**src/rtl/pxq_pkg.sv**
```systemverilog
package pxq_pkg;

  typedef struct packed {
    logic sof;
    logic eof;
  } pxq_tag_t;

  typedef enum logic [1:0] {
    PXQ_ST_START = 2'd0,
    PXQ_ST_FRAME = 2'd1,
    PXQ_ST_HUNT  = 2'd2
  } pxq_state_e;

  typedef enum logic [2:0] {
    PXQ_ACT_NONE  = 3'd0,
    PXQ_ACT_EMIT  = 3'd1,
    PXQ_ACT_UNDER = 3'd2,
    PXQ_ACT_SYNC  = 3'd3,
    PXQ_ACT_DROP  = 3'd4
  } pxq_act_e;

  // What a request does, given the reader state and the word at the head.
  function automatic pxq_act_e pxq_decide(input pxq_state_e st, input logic req,
                                          input logic empty, input logic sof);
    pxq_act_e a;
    if (!req)        a = PXQ_ACT_NONE;
    else if (empty)  a = PXQ_ACT_UNDER;
    else begin
      unique case (st)
        PXQ_ST_START: a = sof ? PXQ_ACT_EMIT : PXQ_ACT_SYNC;
        PXQ_ST_HUNT:  a = sof ? PXQ_ACT_EMIT : PXQ_ACT_DROP;
        default:      a = PXQ_ACT_EMIT;
      endcase
    end
    return a;
  endfunction

  // Reader state after an action; a delivered frame-end word rearms the check.
  function automatic pxq_state_e pxq_advance(input pxq_state_e st, input pxq_act_e a,
                                             input logic eof);
    pxq_state_e n;
    unique case (a)
      PXQ_ACT_EMIT: n = eof ? PXQ_ST_START : PXQ_ST_FRAME;
      PXQ_ACT_SYNC,
      PXQ_ACT_DROP: n = PXQ_ST_HUNT;
      default:      n = st;
    endcase
    return n;
  endfunction

  function automatic logic pxq_consumes(input pxq_act_e a);
    return (a == PXQ_ACT_EMIT) || (a == PXQ_ACT_SYNC) || (a == PXQ_ACT_DROP);
  endfunction

endpackage

```
**src/rtl/pxq_ptr.sv**
```systemverilog
module pxq_ptr #(
  parameter int ADDR_W = 4
) (
  input  logic            clk,
  input  logic            rst_n,
  input  logic            adv,
  output logic [ADDR_W:0] ptr
);
  always_ff @(posedge clk) begin
    if (!rst_n)   ptr <= '0;
    else if (adv) ptr <= ptr + 1'b1;
  end
endmodule

```
**src/rtl/pxq_mem.sv**
```systemverilog
module pxq_mem #(
  parameter int WORD_W = 18,
  parameter int ADDR_W = 4
) (
  input  logic              clk,
  input  logic              we,
  input  logic [ADDR_W-1:0] waddr,
  input  logic [WORD_W-1:0] wdata,
  input  logic [ADDR_W-1:0] raddr,
  output logic [WORD_W-1:0] rdata
);
  localparam int SLOTS = 1 << ADDR_W;

  logic [WORD_W-1:0] slot_q [SLOTS];

  always_ff @(posedge clk) begin
    if (we) slot_q[waddr] <= wdata;
  end

  assign rdata = slot_q[raddr];
endmodule

```
**src/rtl/pxq_reader.sv**
```systemverilog
module pxq_reader
  import pxq_pkg::*;
#(
  parameter int DATA_W = 16
) (
  input  logic              clk,
  input  logic              rst_n,
  input  logic              rd_req,
  input  logic              empty,
  input  logic [DATA_W-1:0] head_data,
  input  pxq_tag_t          head_tag,
  output logic              pop,
  output pxq_state_e        state,
  output logic [DATA_W-1:0] pix_data,
  output logic              pix_valid,
  output logic              underflow,
  output logic              sync_lost
);
  pxq_act_e   act;
  pxq_state_e state_d;

  always_comb begin
    act     = pxq_decide(state, rd_req, empty, head_tag.sof);
    state_d = pxq_advance(state, act, head_tag.eof);
  end

  assign pop = pxq_consumes(act);

  always_ff @(posedge clk) begin
    if (!rst_n) begin
      state     <= PXQ_ST_START;
      pix_data  <= '0;
      pix_valid <= 1'b0;
      underflow <= 1'b0;
      sync_lost <= 1'b0;
    end else begin
      state     <= state_d;
      pix_valid <= (act == PXQ_ACT_EMIT);
      underflow <= (act == PXQ_ACT_UNDER);
      sync_lost <= (act == PXQ_ACT_SYNC);
      if (act == PXQ_ACT_EMIT) pix_data <= head_data;
    end
  end
endmodule

```
**src/rtl/pxq_frame_fifo.sv**
```systemverilog
module pxq_frame_fifo
  import pxq_pkg::*;
#(
  parameter int DATA_W = 16,
  parameter int ADDR_W = 4
) (
  input  logic              clk,
  input  logic              rst_n,
  input  logic              wr_en,
  input  logic [DATA_W-1:0] wr_data,
  input  logic              wr_sof,
  input  logic              wr_eof,
  output logic              wr_full,
  input  logic              rd_req,
  output logic [DATA_W-1:0] pix_data,
  output logic              pix_valid,
  output logic              underflow,
  output logic              sync_lost
);
  localparam int DEPTH  = 1 << ADDR_W;
  localparam int TAG_W  = $bits(pxq_tag_t);
  localparam int WORD_W = DATA_W + TAG_W;

  function automatic logic [ADDR_W:0] f_fill(input logic [ADDR_W:0] w, input logic [ADDR_W:0] r);
    return w - r;
  endfunction

  logic [ADDR_W:0]   wr_ptr, rd_ptr, fill;
  logic              full, empty, wr_accept, rd_pop;
  logic [WORD_W-1:0] head_word;
  logic [DATA_W-1:0] head_data;
  pxq_tag_t          head_tag, wr_tag;
  logic              head_sof;
  pxq_state_e        rd_state;

  assign fill      = f_fill(wr_ptr, rd_ptr);
  assign full      = (fill == (ADDR_W + 1)'(DEPTH));
  assign empty     = (wr_ptr == rd_ptr);
  assign wr_accept = wr_en && !full;
  assign wr_full   = full;
  assign wr_tag    = '{sof: wr_sof, eof: wr_eof};

  pxq_ptr #(.ADDR_W(ADDR_W)) u_wptr (.clk(clk), .rst_n(rst_n), .adv(wr_accept), .ptr(wr_ptr));
  pxq_ptr #(.ADDR_W(ADDR_W)) u_rptr (.clk(clk), .rst_n(rst_n), .adv(rd_pop),    .ptr(rd_ptr));

  pxq_mem #(.WORD_W(WORD_W), .ADDR_W(ADDR_W)) u_mem (
    .clk   (clk),
    .we    (wr_accept),
    .waddr (wr_ptr[ADDR_W-1:0]),
    .wdata ({wr_tag, wr_data}),
    .raddr (rd_ptr[ADDR_W-1:0]),
    .rdata (head_word)
  );

  assign head_data = head_word[DATA_W-1:0];
  assign head_tag  = head_word[WORD_W-1:DATA_W];
  assign head_sof  = head_tag.sof;

  pxq_reader #(.DATA_W(DATA_W)) u_rd (
    .clk       (clk),
    .rst_n     (rst_n),
    .rd_req    (rd_req),
    .empty     (empty),
    .head_data (head_data),
    .head_tag  (head_tag),
    .pop       (rd_pop),
    .state     (rd_state),
    .pix_data  (pix_data),
    .pix_valid (pix_valid),
    .underflow (underflow),
    .sync_lost (sync_lost)
  );
endmodule

```
**config.mk**
```make
export PLATFORM = sky130hd
export DESIGN_NAME = pxq_frame_fifo
export DESIGN_NICKNAME = d
export VERILOG_FILES = /design/src/rtl/pxq_pkg.sv /design/src/rtl/pxq_ptr.sv /design/src/rtl/pxq_mem.sv /design/src/rtl/pxq_reader.sv /design/src/rtl/pxq_frame_fifo.sv
export SDC_FILE = /design/constraint.sdc
export NUM_CORES = 1
export LEC_CHECK = 0
export ABC_AREA = 1
export BUFFER_PORTS_ARGS = -buffer_cell sky130_fd_sc_hd__buf_2
export CAP_MARGIN = 20
export CORE_MARGIN = 5
export CORE_UTILIZATION = 54
export DETAILED_ROUTE_END_ITERATION = 16
export PLACE_DENSITY = 0.8
export SYNTH_ARGS = -nofsm -noshare
export SYNTH_HDL_FRONTEND = slang
export SYNTH_SLANG_ARGS = --single-unit
```
**constraint.sdc**
```tcl
create_clock -name clk -period 4.3 [get_ports clk]
set_input_delay 0.86 -clock clk [delete_from_list [all_inputs] [get_ports clk]]
set_output_delay 0.86 -clock clk [all_outputs]
set_load 0.05 [all_outputs]
```
* Word level (Yosys, flattened, before mapping)
Memory sizes are Yosys's and may differ from the RTL's. A register that Yosys moved wholly into a read port is not among the register bits.
Index checks and enable logic that the tools add are counted.
** Word-level totals
- Register bits after elaboration :: 31
- RAM bits :: 288
- Bits of input ports :: 22
- Logic and storage cells :: 36
- Memories kept :: 1
** Memory list
- u_mem.slot_q :: depth 16, bits a word 18, rd ports 1, clocked after memory_dff 1, wr ports 1, RTL line pxq_mem.sv:14 : logic [WORD_W-1:0] slot_q [SLOTS];
** Operators by class
- $add $sub $neg :: 3
- Eq/ne operators :: 7
- Multiplexer cells :: 11
- Reduce and logical (&&, ||, !) cells :: 7
** Operators by type and width (number)
- $add A5 B1 Y5 const B :: 2
- $mux W3 :: 3
- $mux W4 :: 2
- $eq A3 B2 Y1 const B :: 2
- $pmux W3 S2 :: 1
- $eq A5 B5 Y1 :: 1
- $eq A5 B5 Y1 const B :: 1
- $sub A5 B5 Y5 :: 1
- $pmux W2 S2 :: 1
- $eq A3 B1 Y1 const B :: 1
- $eq A3 B3 Y1 const B :: 1
- $mux W1 :: 3
- $eq A2 B2 Y1 const B :: 1
- $logic_not A2 Y1 :: 1
- $logic_or A1 B1 Y1 :: 2
- $mux W2 :: 1
- $reduce_bool A2 Y1 :: 1
- $reduce_or A2 Y1 :: 1
- $logic_and A1 B1 Y1 :: 1
- $logic_not A1 Y1 :: 1

* Depth between registers and ports, before layout
- Depth after elaboration :: 9
- Mapped depth :: 13
- Depth with buffers taken out :: 13

* Cells and area by module
Synthesis repeated with hierarchy kept, for this count alone.
** Unflattened totals
- Cell total of the unflattened synthesis :: 1384
- Area total of the unflattened synthesis :: 13852.0 um^2
** By module, submodules not included
- pxq_mem :: times used 1, cells each 1185, area an instance 12401.9 um^2
- pxq_reader :: times used 1, cells each 101, area an instance 808.3 um^2
- pxq_ptr :: times used 2, cells each 28, area an instance 210.2 um^2
- pxq_frame_fifo :: times used 1, cells each 42, area an instance 221.5 um^2

* Worst setup path before layout
No wires, ideal clock.
- Path type :: flip-flop to flip-flop
- From :: register u_rptr.ptr[2]
- To :: memory u_mem.slot_q[3][0], enable pin
- Setup time :: 0.416 ns
- Arrival time :: 2.680 ns
- Data required time :: 3.884 ns
- Slack :: 1.204 ns
- Cell stages (with the launch flop) :: 10
- Path buffers :: 0
- Cells stage by stage :: dfxtp_1 inv_1 ha_1 a21oi_1 nand2_1 o21bai_1 nand2_1 nand3_2 nand2_2 nor3_1
** Between the ends
- Cells in the longest elaborated chain, start to end :: 6
** RTL lines
- from (decl) :: RTL line pxq_ptr.sv:7 : output logic [ADDR_W:0] ptr
- from (signal assigned) :: RTL line pxq_ptr.sv:11 : else if (adv) ptr <= ptr + 1'b1;
- $sub A5 B5 Y5 :: RTL line pxq_frame_fifo.sv:25 : return w - r;
- $eq A5 B5 Y1 :: RTL line pxq_frame_fifo.sv:37 : assign full = (fill == (ADDR_W + 1)'(DEPTH));
- $logic_not A1 Y1 :: RTL line pxq_frame_fifo.sv:39 : assign wr_accept = wr_en && !full;
- $logic_and A1 B1 Y1 :: RTL line pxq_frame_fifo.sv:39
- $mux W1 :: RTL line pxq_mem.sv:17 : if (we) slot_q[waddr] <= wdata;
- $mux W1 (implied by the code) :: RTL line pxq_mem.sv:17
- to (decl) :: RTL line pxq_mem.sv:14
No other way between the ends.

* Worst setup path in the final report
- From :: register u_rptr.ptr[2]
- To :: output port wr_full
** Between the ends
- Cells in the longest elaborated chain, start to end :: 2
** RTL lines
- $sub A5 B5 Y5 :: RTL line pxq_frame_fifo.sv:25
- $eq A5 B5 Y1 :: RTL line pxq_frame_fifo.sv:37
- to (decl) :: RTL line pxq_frame_fifo.sv:13 : output logic wr_full,
No other way between the ends.

==> impl_results.md <==
- Post-CTS Setup Bufs: 0
- Initial DRC count: 973
- Syn. warnings: 0
- Hold-fix buffers, CTS: 0
- Most frequent cells in the layout: edfxtp_1 (288), nor2_1 (168), o21ai_0 (143), nand2_1 (92), nand3_1 (59)
- Clock root buffer: clkbuf_16
- Max-slew violations: 0
- Synth area leaders: edfxtp_1 (67%), o21ai_0 (5.6%), dfxtp_1 (5.4%)
- Crit share post-route: 76.5%
- Synth Net Count: 1054
- Setup crit end kind: output port
- Antenna-violating nets left: 0
- DR vias/cell: 6.03
- Outcome: finished clean
- Clock Path Buffers: 3
- Area of the multi-input gates: 3120 µm²
- Final wirelength: 29500 µm
- Register-to-Register Setup Slack: 1130 ps
- Worst-case reg-to-reg path depth: 11
- Worst-path clk slew: 60 ps
- Main synth FF type: edfxtp_1
- Critical Path Start Type: flop
- I/O Pins: 42
- Achievable Freq: 304 MHz
- First-pass GRT wire length: 46100 µm
- Vias in the first global route: 8168
- Max IR drop VDD: 304 µV
- # DRC: 0
- WS Path Type: reg2out
- Die W: 165 µm
- Hold/Removal Path Class: reg2reg
- CP Cell Sequence: inv_1, ha_1, a21oi_1, nand2_1, nor2_1, nand2_1, nand2_1, nand3_2, inv_1, buf_2
- Diode count: 0
- Maxcap violations: 0
- Largest net degree at the start of global routing: 78
- Fin util: 60.8%
- Post-layout min period: 3290 ps
- Post_cts resized: 0
- Overall global routing resource usage: 22.0%
- Post-synth EDFFs: 288
- CP endpoint: wr_full
- TritonRoute pass-1 iters: 7
- Yosys reg bits: 323
- Area grow syn2layout: 10.7%
- Initial antenna violation count: 0
- Register area: 9350 µm²
- CP arrival: 2430 ps
- Initial core utilization: 54.9%
- R2r endpoint: u_mem.slot_q[0][4]$_DFFE_PP_
- Routed vias: 8421
- Unrepaired setup endpoints after global routing: no
- Leakage: 0.00495 µW
- Crit-path slowest cell: ha_1
- CP max stage delay: 380 ps
- Fill count: 1728
- Final Hold Vio Count: 0
- Post-synth top area cell: edfxtp_1
- Row count: 56
- Worst EP required: 3440 ps
- Worst R2R Start: u_rptr.ptr[2]$_SDFFE_PN0P_
- Worst hold margin: 464 ps
- IO Port Bufs: 41
- Commonest non-fill, non-tap cell in the layout: edfxtp_1
- Die height: 165 µm
- Dpl ws: 1150 ps
- Hpwl dp: 17500 µm
- Clock sinks: 323
- Post-DR wirelength/cell: 21.1 µm
- Synth Cell Area: 12900 µm²
- Syn Area/Cell: 12.6 µm²
- Post-Synthesis Cells: 1023
- Num CTS Buffers: 31
- Setup_tns: 0 ps
- Nets: 1088
- Final Skew: 14.0 ps
- Seq/Total Area, Yosys: 72.5%
- Top cell by count, worst path: nand2_1
- GPL Wtd Cong: 0.890
- Die area: 27100 µm²
- Worst-margin pin slew: 1120 ps
- PnR Total Power: 7960 µW
- Layout cell share with drive strength beyond 1: 13.5%
- Post-synthesis async set-or-reset flop share: 0%
- Crit path max fanout: 6
- CTS H-tree depth: 1
- PnR worst setup slack: 1010 ps
- Final setup violation count: 0
- Post-synthesis cell type count: 34
- CTS tree: yes
- Rel. slew slack: 25.3%
- Power per cell area: 558 nW/µm²
- Core ar.: 23500 µm²
- Worst skew pair latency: 550 ps
- Setup crit start: u_rptr.ptr[2]$_SDFFE_PN0P_
- Share of the synthesized area in the top cell type: 67.1%
- Overflow left after global routing: 0
-- cells by family (layout without fill, tap and decap cells) --
kind of cell	count (synthesis)	in the layout	synth area share [%]
xor+xnor	5	5	0.398
simple gates	358	358	11.8
buf+inv	99	154	3.70
flops	323	323	72.5
fa+ha+maj	9	9	0.873
compound gates	229	229	10.7
-- sequential cells by signal, summed over array words and instances (netlist names), named ones only --
register        count
u_mem.slot_q      288
u_rd.underflow      1
u_wptr.ptr          5
u_rd.pix_valid      1
u_rd.pix_data      16
u_rd.state          2
u_rptr.ptr          5
u_rd.sync_lost      1
-- area by class of cell --
type	count	area share [%]
Sequential cell	323	65.5
Multi-Input combinational cell	601	21.8
Clock buffer	42	5.72
Tap cell	319	2.80
Timing Repair Buffer	64	2.65
Inverter	36	0.973
Clock inverter	12	0.534
-- synthesized netlist by cell type (all sizes together), types with 14 or more instances --
cell type	instances
o211ai	15
edfxtp	288
nor2	182
dfxtp	35
o21ai	147
nand3	65
buf	34
inv	34
a21oi	14
nand2	105
clkbuf	29
o221ai	50
-- layer usage --
metal | up-vias | share of wire [%] | track usage, % | wire length, µm
met1 | 4071 | 41 | 31.4 | 12000
met5 | - | 0 | 0 | 0
li1 | 3794 | - | - | -
met2 | 482 | 46 | 34.6 | 13600
met3 | 74 | 10 | 4.12 | 3010
met4 | 0 | 3.1 | 6.88 | 915
-- worst min path at each step --
stage,start,end,cells past startpoint
5_1_grt,u_rd.state[1]$_SDFFE_PN0P_,u_rd.state[1]$_SDFFE_PN0P_,2
4_1_cts,u_rd.state[1]$_SDFFE_PN0P_,u_rd.state[1]$_SDFFE_PN0P_,2
3_5_place_dp,u_rd.state[1]$_SDFFE_PN0P_,u_rd.state[1]$_SDFFE_PN0P_,2
3_3_place_gp,u_rd.state[1]$_SDFFE_PN0P_,u_rd.state[1]$_SDFFE_PN0P_,2
6_report,u_rd.state[1]$_SDFFE_PN0P_,u_rd.state[1]$_SDFFE_PN0P_,2
2_1_floorplan,u_rd.state[1]$_SDFFE_PN0P_,u_rd.state[1]$_SDFFE_PN0P_,2
-- metrics by stage --
stage	instance area [µm²]	instances
CTS	14300	1397
detailed placement	13400	1343
floorplan	12900	1023
global route	14300	1397
finish	14300	1397
global placement	13400	1343
-- where the power goes --
group | switching (µW) | internal (µW) | leakage, µW | total (µW)
clock | 1080 | 1370 | 0.000436 | 2450
sequential | 81.3 | 3590 | 0.00289 | 3670
combinational | 1370 | 469 | 0.00163 | 1840
-- worst max-delay path: cells and delay by family, from the launching register on --
kind / cells / cell delay [ps]
AO/OA/AOI/OAI: 1 / 180
buffers and inverters: 3 / 460
adder cells (fa/ha/maj): 1 / 380
AND/OR/NAND/NOR: 5 / 500
flip-flops: 1 / 360
No activity file was read; power rests on OpenSTA's default activity.
